--- config.mk ---
export PLATFORM = sky130hd
export DESIGN_NAME = byte_boot_loader
export DESIGN_NICKNAME = d
export VERILOG_FILES = /design/src/rtl/boot_ldr_pkg.sv /design/src/rtl/boot_byte_fetch.sv /design/src/rtl/boot_word_pack.sv /design/src/rtl/boot_seq_ctrl.sv /design/src/rtl/byte_boot_loader.sv
export SDC_FILE = /design/constraint.sdc
export NUM_CORES = 1
export LEC_CHECK = 0
export BUFFER_PORTS_ARGS = -buffer_cell sky130_fd_sc_hd__buf_2
export CAP_MARGIN = 20
export CORE_ASPECT_RATIO = 0.6
export CORE_MARGIN = 8
export CORE_UTILIZATION = 45
export CTS_CLUSTER_SIZE = 10
export DETAILED_ROUTE_END_ITERATION = 10
export GPL_ROUTABILITY_DRIVEN = 0
export HOLD_SLACK_MARGIN = 0.06
export PLACE_DENSITY = 0.73
export SKIP_CTS_REPAIR_TIMING = 1
export SYNTH_ARGS = -nofsm -noshare
export SYNTH_HDL_FRONTEND = slang
export SYNTH_SLANG_ARGS = --single-unit
export TNS_END_PERCENT = 5
--- constraint.sdc ---
create_clock -name clk -period 2.52 [get_ports clk]
set_input_delay 0.504 -clock clk [delete_from_list [all_inputs] [get_ports clk]]
set_output_delay 0.504 -clock clk [all_outputs]
set_load 0.03 [all_outputs]
--- src/rtl/boot_ldr_pkg.sv ---
package boot_ldr_pkg;

    localparam int BYTE_W    = 8;
    localparam int PM_WORD_W = 24;

    typedef enum logic {
        DIR_EXT_TO_INT = 1'b0,
        DIR_INT_TO_EXT = 1'b1
    } xfer_dir_e;

    typedef enum logic [1:0] {
        WT_PM24   = 2'd0,
        WT_DM16   = 2'd1,
        WT_DM8_HI = 2'd2,
        WT_DM8_LO = 2'd3
    } word_type_e;

    typedef struct packed {
        xfer_dir_e  dir;
        word_type_e wtype;
    } xfer_cfg_t;

    // Defaults applied while reset is held
    localparam xfer_cfg_t BOOT_CFG = '{dir: DIR_EXT_TO_INT, wtype: WT_PM24};

    function automatic int bytes_per_word(word_type_e t);
        case (t)
            WT_PM24: return 3;
            WT_DM16: return 2;
            default: return 1;
        endcase
    endfunction

endpackage

--- src/rtl/boot_byte_fetch.sv ---
module boot_byte_fetch
    import boot_ldr_pkg::*;
#(
    parameter int EXT_AW      = 14,
    parameter int TOTAL_BYTES = 96
) (
    input  logic              clk,
    input  logic              rst,
    input  logic              fetch_en,
    input  logic              mem_ready,
    output logic              mem_rd,
    output logic [EXT_AW-1:0] mem_addr,
    output logic              byte_take
);
    localparam int BUD_W = $clog2(TOTAL_BYTES + 1);

    logic [EXT_AW-1:0] addr_q;
    logic [BUD_W-1:0]  budget_q;

    assign mem_rd    = fetch_en && (budget_q != '0);
    assign byte_take = mem_rd && mem_ready;
    assign mem_addr  = addr_q;

    always_ff @(posedge clk) begin
        if (rst) begin
            addr_q   <= '0;
            budget_q <= BUD_W'(TOTAL_BYTES);
        end else if (byte_take) begin
            addr_q   <= addr_q + 1'b1;
            budget_q <= budget_q - 1'b1;
        end
    end

endmodule

--- src/rtl/boot_word_pack.sv ---
module boot_word_pack
    import boot_ldr_pkg::*;
#(
    parameter int NBYTES = 3
) (
    input  logic                     clk,
    input  logic                     rst,
    input  logic                     byte_vld,
    input  logic [BYTE_W-1:0]        byte_in,
    output logic                     word_vld,
    output logic [NBYTES*BYTE_W-1:0] word_data
);
    localparam int WORD_W = NBYTES * BYTE_W;

    generate
        if (NBYTES == 1) begin : g_single
            always_ff @(posedge clk) begin
                if (rst) begin
                    word_vld  <= 1'b0;
                    word_data <= '0;
                end else begin
                    word_vld <= byte_vld;
                    if (byte_vld) word_data <= byte_in;
                end
            end
        end else begin : g_multi
            localparam int ACC_W  = (NBYTES - 1) * BYTE_W;
            localparam int LANE_W = $clog2(NBYTES);

            logic [ACC_W-1:0]  acc_q;
            logic [LANE_W-1:0] lane_q;

            always_ff @(posedge clk) begin
                if (rst) begin
                    acc_q     <= '0;
                    lane_q    <= '0;
                    word_vld  <= 1'b0;
                    word_data <= '0;
                end else begin
                    word_vld <= 1'b0;
                    if (byte_vld) begin
                        if (lane_q == LANE_W'(NBYTES - 1)) begin
                            // earliest byte ends up in the top lane
                            word_data <= WORD_W'({acc_q, byte_in});
                            word_vld  <= 1'b1;
                            lane_q    <= '0;
                        end else begin
                            acc_q  <= (acc_q << BYTE_W) | ACC_W'(byte_in);
                            lane_q <= lane_q + 1'b1;
                        end
                    end
                end
            end
        end
    endgenerate

endmodule

--- src/rtl/boot_seq_ctrl.sv ---
module boot_seq_ctrl
    import boot_ldr_pkg::*;
#(
    parameter int                PM_AW      = 14,
    parameter int                BOOT_WORDS = 32,
    parameter int                MODE_W     = 3,
    parameter logic [MODE_W-1:0] BOOT_MODE  = 3'b001
) (
    input  logic              clk,
    input  logic              rst,
    input  logic [MODE_W-1:0] mode_in,
    input  logic              word_vld,
    output logic              hold,
    output logic              done,
    output logic              wr_en,
    output logic [PM_AW-1:0]  wr_addr
);
    localparam int CNT_W = $clog2(BOOT_WORDS + 1);

    logic [CNT_W-1:0] count_q;
    logic [PM_AW-1:0] addr_q;
    logic             hold_q;
    logic             done_q;

    assign wr_en   = word_vld && hold_q;
    assign wr_addr = addr_q;
    assign hold    = hold_q;
    assign done    = done_q;

    always_ff @(posedge clk) begin
        if (rst) begin
            hold_q  <= (mode_in == BOOT_MODE);
            count_q <= CNT_W'(BOOT_WORDS);
            addr_q  <= '0;
            done_q  <= 1'b0;
        end else begin
            done_q <= 1'b0;
            if (wr_en) begin
                addr_q  <= addr_q + 1'b1;
                count_q <= count_q - 1'b1;
                if (count_q == CNT_W'(1)) begin
                    hold_q <= 1'b0;
                    done_q <= 1'b1;
                end
            end
        end
    end

endmodule

--- src/rtl/byte_boot_loader.sv ---
module byte_boot_loader
    import boot_ldr_pkg::*;
#(
    parameter int                EXT_AW     = 14,
    parameter int                PM_AW      = 14,
    parameter int                BOOT_WORDS = 32,
    parameter int                MODE_W     = 3,
    parameter logic [MODE_W-1:0] BOOT_MODE  = 3'b001
) (
    input  logic                 clk,
    input  logic                 rst,
    input  logic [MODE_W-1:0]    boot_mode,
    output logic [EXT_AW-1:0]    bm_addr,
    output logic                 bm_rd,
    input  logic [BYTE_W-1:0]    bm_data,
    input  logic                 bm_ready,
    output logic                 pm_we,
    output logic [PM_AW-1:0]     pm_addr,
    output logic [PM_WORD_W-1:0] pm_wdata,
    output logic                 core_hold,
    output logic                 boot_done,
    output logic [PM_AW-1:0]     core_pc
);
    localparam int NBYTES      = bytes_per_word(BOOT_CFG.wtype);
    localparam int TOTAL_BYTES = BOOT_WORDS * NBYTES;

    logic                     hold_w;
    logic                     byte_take;
    logic                     word_vld;
    logic [NBYTES*BYTE_W-1:0] word_data;

    boot_byte_fetch #(
        .EXT_AW      (EXT_AW),
        .TOTAL_BYTES (TOTAL_BYTES)
    ) u_fetch (
        .clk       (clk),
        .rst       (rst),
        .fetch_en  (hold_w && !rst),
        .mem_ready (bm_ready),
        .mem_rd    (bm_rd),
        .mem_addr  (bm_addr),
        .byte_take (byte_take)
    );

    boot_word_pack #(
        .NBYTES (NBYTES)
    ) u_pack (
        .clk       (clk),
        .rst       (rst),
        .byte_vld  (byte_take),
        .byte_in   (bm_data),
        .word_vld  (word_vld),
        .word_data (word_data)
    );

    boot_seq_ctrl #(
        .PM_AW      (PM_AW),
        .BOOT_WORDS (BOOT_WORDS),
        .MODE_W     (MODE_W),
        .BOOT_MODE  (BOOT_MODE)
    ) u_ctrl (
        .clk      (clk),
        .rst      (rst),
        .mode_in  (boot_mode),
        .word_vld (word_vld),
        .hold     (hold_w),
        .done     (boot_done),
        .wr_en    (pm_we),
        .wr_addr  (pm_addr)
    );

    assign pm_wdata  = PM_WORD_W'(word_data);
    assign core_hold = hold_w;
    assign core_pc   = '0;

endmodule

After elaboration in Yosys (flattened, before gate mapping)
Index checks and enable logic that the tools add are counted.
W data, S select, Z words.

word-level totals
  memory bits (writable) = 0
  memories kept = 0
  bits in latches = 0
  flip-flop bits (word level) = 86
  ROM bits = 0
  output and inout port bits = 70
  logic and storage cells = 41
  input bits = 14

operators by class
  mux-type cells = 6
  reductions and logical operators = 13
  add/subtract/negate cells = 5
  shift operators = 0
  bitwise operators = 4
  divide/modulo/power cells = 0
  order comparisons = 0
  $mul = 0
  equality and inequality tests = 3

operator list
  cell                     count
  $add A14 B1 Y14 const B  2
  $or A16 B8 Y16           1
  $reduce_bool A7 Y1       1
  $sub A7 B1 Y7 const B    1
  $eq A6 B1 Y1 const B     1
  $reduce_and A2 Y1        3
  $sub A6 B1 Y6 const B    1
  $mux W1                  5
  $logic_and A1 B1 Y1      4
  $reduce_bool A2 Y1       2
  $reduce_or A2 Y1         2
  $eq A3 B1 Y1 const B     1
  $not A1 Y1               3
  $add A2 B1 Y2 const B    1
  $eq A2 B2 Y1 const B     1
  $mux W2                  1
  $logic_not A1 Y1         1

Longest topological paths before layout
  depth after elaboration = 6
  mapped depth = 8
  gate-level depth less buffers = 7

Modules after synthesis
Synthesis repeated with hierarchy kept, for this count alone.

second synthesis, totals
  cells, all modules = 427
  area total of the unflattened synthesis = 3895.0 um^2

by module, submodules not included
  module            times used  sequential area each (um^2)  area each (um^2)  cells an instance
  boot_word_pack    1           860.8                        1665.3            180
  boot_byte_fetch   1           420.4                        1073.5            118
  boot_seq_ctrl     1           450.4                        1033.5            113
  byte_boot_loader  1           0.0                          122.6             16

Worst setup path before layout
No wires, ideal clock.

  kind = register -> register
  start point = register u_fetch.budget_q[0]
  end point = register u_pack.g_multi.acc_q[10]
  stages on the path, launching flop included = 9
  setup slack = 529 ps
  buffers on the path = 2
  arrival = 1864 ps
  library setup time = 128 ps
  clock period less this slack = 1991 ps
  data required time = 2392 ps
  cell sequence = dfxtp_1 > inv_1 > ha_1 > nor2b_1 > clkbuf_1 > a211oi_4 > buf_4 > mux2i_1 > nor2_1

between the ends
  longest elaborated chain between the ends = 4

RTL lines
  item                         RTL line               RTL
  start: declaration           boot_byte_fetch.sv:18  logic [BUD_W-1:0] budget_q;
  start signal: assignment     boot_byte_fetch.sv:27  budget_q <= BUD_W'(TOTAL_BYTES);
  start signal: assignment     boot_byte_fetch.sv:30  budget_q <= budget_q - 1'b1;
  $reduce_bool A7 Y1           boot_byte_fetch.sv:20  assign mem_rd = fetch_en && (budget_q != '0);
  $logic_and A1 B1 Y1          boot_byte_fetch.sv:20
  $logic_and A1 B1 Y1          boot_byte_fetch.sv:21  assign byte_take = mem_rd && mem_ready;
  $reduce_and A2 Y1 (no line)  n/a
  end signal: assignment       boot_word_pack.sv:48   acc_q <= (acc_q << BYTE_W) | ACC_W'(byte_in);
  end: declaration             boot_word_pack.sv:30   logic [ACC_W-1:0] acc_q;

Every way passes these cells.
A chain may end at the register's enable or synchronous reset.

Worst setup path after layout
  start point = register u_fetch.budget_q[2]
  end point = output port bm_rd

between the ends
  longest elaborated chain between the ends = 2

RTL lines
  item                 RTL line                RTL
  $reduce_bool A7 Y1   boot_byte_fetch.sv:20
  $logic_and A1 B1 Y1  boot_byte_fetch.sv:20
  end: declaration     byte_boot_loader.sv:14  output logic bm_rd,

Every way passes these cells.

==> key figures <==
CTS
  • Num CTS Buffers: 9
  • Clock slew at reported path FFs: ~0.060 ns
  • CTS tree: built
  • H-tree levels: 3
  • Clock root buffer master: clkbuf_16
  • Num Clock Sinks: 86
  • Bufs on Longest Clock Path: 2
  • Clk_lat worst skew: 0.33 ns

Synth
  • EDFF count, synth: 1
  • Seq/Total Area, Yosys: between 40% and 50%
  • Primary FF master, synth: dfxtp_1
  • Most area-hungry cell type in the Yosys netlist: dfxtp_1
  • Post-synthesis simple-gate area fraction: 22.5%
  • Mux cell area share after synthesis: under 10%
  • Share of the synthesized area in the top cell type: about 47%
  • Synth Area in XOR/XNOR: about 5.3%
  • Async SR Flop Fraction: 0%
  • Mapped Area: ~3700 sq um
  • Adder-Cell Fraction of Synth Area: 2.05%
  • Yosys warning count: 0
  • Post-Synthesis Cells: ~410
  • Largest family of logic cells by synthesized area: simple AND/OR/NAND/NOR gates
  • Compound-gate portion of the synthesized area: a little under an eighth
  • Syn avg cell area: 8.94 sq um
  • Yosys reg bits: 86
  • Top cells by area, synth: dfxtp_1 (47%), nand2_1 (7.2%), a21oi_1 (5.1%)
  • Synth cell types: 51

Routing
  • DRT iter0 DRCs: roughly 160
  • Routed wire length: 8280 microns
  • Final ANT Viol Nets: 0
  • Via count: just over 3,000
  • Routed vias/inst: roughly 5.2
  • Detailed-router iteration count before antenna repair: 4
  • Wire length per cell: 14.0 microns
  • # DRC: 0

Placement
  • DP Worst Slack: ~0.27 ns
  • Dpl hpwl: between 6000 and 7000 microns
  • Port Buffers: 69
  • Placed cells: around 580

Floorplanning
  • Core Box Area: ~7900 sq um
  • Die Span Y: 85.8 microns
  • Die W: roughly 130 microns
  • Starting Density: a little under half
  • Die area: approximately 11,000 sq um
  • # rows: 25
  • IO Count: 84

Timing
  • Final min period: 2.25 ns
  • Worst-margin pin slew: 1.08 ns
  • Clock skew: 0.00501 ns
  • Max Clk Rate: around 450 MHz
  • RSZ-0062 raised after global routing: no
  • Final Cycle Share: around 89%
  • Setup TNS: 0 ns
  • Slew headroom: 27.9%
  • Final hold vios: 0
  • Slew Limit Fails: 0
  • Final WS setup: ~0.27 ns
  • Final setup vio count: 0

Power
  • Pint: roughly 2.2 mW
  • Total power draw: about 2.8 mW
  • Psw: 0.638 mW
  • Sw frac: a little under a quarter
  • Clock Power Share: 45.1%
  • Power per cell area: 653 nW/um^2
  • Worst VDD drop: a little under 0.4 mV
  • Lkg Pwr: 1.74 nW
  • Sequential share of power: 49.4%
  • Comb pwr share: 5.5%

Worst setup path
  • Crit path kind: flip-flop to primary output
  • CP max stage cell: or4_4
  • End of the critical path: bm_rd
  • Critical Path Start: u_fetch.budget_q[2]$_SDFFE_PP0P_
  • Reg-to-reg endpoint: u_pack.g_multi.acc_q[2]$_SDFFE_PP0P_
  • Origin of the critical flop-to-flop path: u_fetch.budget_q[0]$_SDFFE_PP0P_
  • Startpoint class of the critical path: flip-flop
  • Kind of end point of the critical path: primary output
  • Worst Reg-to-Reg Cells: 6
  • Crit path max fanout: 7
  • Critical path buffers and inverters: 1
  • Crit-path cells: or4_4 -> nor2_1 -> nor2_1 -> buf_2
  • Levels on crit path: 4
  • Largest delay contributor family on the critical path: simple AND/OR/NAND/NOR gates
  • CP Data Arrival Time: 1.74 ns
  • R2R Setup Slk: about 0.3 ns
  • Slowest stage delay, CP: between 0.6 and 0.7 ns
  • Required @ worst endpoint: slightly above 2 ns
  • Cell mode on critical path: nor2_1

Run
  • Max-cap viol count: 0

Layout
  • Nets@finish: approximately 500
  • Register area: 1730 sq um
  • Final Core Density: roughly 55%
  • Ant. Diodes: 0
  • Most frequent cells in the layout: dfxtp_1 (85), nand2_1 (70), buf_2 (69)
  • Commonest non-fill, non-tap cell in the layout: dfxtp_1
  • # fillers: ~750
  • Share of cells above drive strength 1: around a fifth
  • Area Overhead vs Synth: 18.5%
  • Layout Cells excl Fill: between 500 and 600
  • Area of the multi-input gates: approximately 1800 sq um

Global routing
  • Pin count of the biggest net entering global routing: 39
  • Vias in the first global route: about 3,000
  • GR Overflow Total: 0
  • Gr usage total: between 10% and 20%
  • First-pass GRT wire length: ~14,000 microns
  • Initial antenna violation count: 0

Min path
  • Worst Hold Class: input pin to flip-flop

Outcome
  • Status: complete, no violations
worst min path at each step:
stage / start / end / cells after the start
finish: bm_data[6] / u_pack.word_data[6]$_SDFFE_PP0P_ / 3
CTS: bm_data[7] / u_pack.word_data[7]$_SDFFE_PP0P_ / 3
global placement: u_pack.word_data[1]$_SDFFE_PP0P_ / u_pack.word_data[1]$_SDFFE_PP0P_ / 2
detailed placement: u_pack.word_data[23]$_SDFFE_PP0P_ / u_pack.word_data[23]$_SDFFE_PP0P_ / 2
floorplan: u_pack.g_multi.acc_q[12]$_SDFFE_PP0P_ / u_pack.word_data[20]$_SDFFE_PP0P_ / 2
global route: bm_data[6] / u_pack.word_data[6]$_SDFFE_PP0P_ / 3
final cells by class:
type                       count  area share [%]
multi-input combinational    297            40.6
sequential                    86            39.9
timing repair buffer          75            9.00
clock buffer                  12            5.45
tap                          108            3.12
clock inverter                 4            1.10
inverter                       9           0.779
sequential cells by signal, indices dropped and copies added, names as in the netlist:
| register | cells |
|---|---|
| u_ctrl.count_q | 6 |
| u_ctrl.done | 1 |
| u_ctrl.hold | 1 |
| u_ctrl.wr_addr | 14 |
| u_fetch.budget_q | 7 |
| u_fetch.mem_addr | 14 |
| u_pack.g_multi.acc_q | 16 |
| u_pack.g_multi.lane_q | 2 |
| u_pack.word_data | 24 |
| u_pack.word_vld | 1 |
metal layers:
metal / up-vias / share of wire (%) / track usage, %
li1: 1519 / - / -
met1: 1436 / 50 / 20.1
met2: 86 / 42 / 21.8
met3: 5 / 7.8 / 7.00
met4: 0 / 0.68 / 4.20
met5: - / 0 / 0
cells in the mapped netlist, types with 4 or more instances:
cell type,n
a211oi_1,4
a21oi_1,37
and4_1,4
buf_4,17
clkbuf_1,7
dfxtp_1,85
ha_1,6
inv_1,7
mux2i_1,18
nand2_1,70
nand3_1,9
nand4_1,8
nor2_1,48
o21ai_0,7
or3_1,7
xnor2_1,13
xor2_1,9
power groups by stage:
stage	clock, mW	combinational [mW]	sequential (mW)
floorplan	0	0.127	1.43
global placement	0	0.151	1.43
detailed placement	0	0.154	1.43
CTS	1.31	0.154	1.40
global route	1.38	0.169	1.40
finish	1.28	0.155	1.40
kinds of logic after synthesis:
kind of cell,after synthesis
simple gates,170
flops,86
compound gates,66
buf+inv,39
xor+xnor,22
mux,19
fa+ha+maj,6
other cells,1
metrics by stage:
step | instance area, sq um | hold WS [ns]
global route | 4340 | 0.417
floorplan | 3710 | 0.431
global placement | 4050 | 0.438
finish | 4340 | 0.427
CTS | 4340 | 0.414
detailed placement | 4050 | 0.448
worst min-delay path, delay by kind of cell:
family,cells,cell delay [ns]
buffers and inverters,1,0.11
AOI/OAI and AO/OA,1,0.05
and+or+nand+nor,1,0.05
Note: power is estimated with default switching activity, not from simulation.
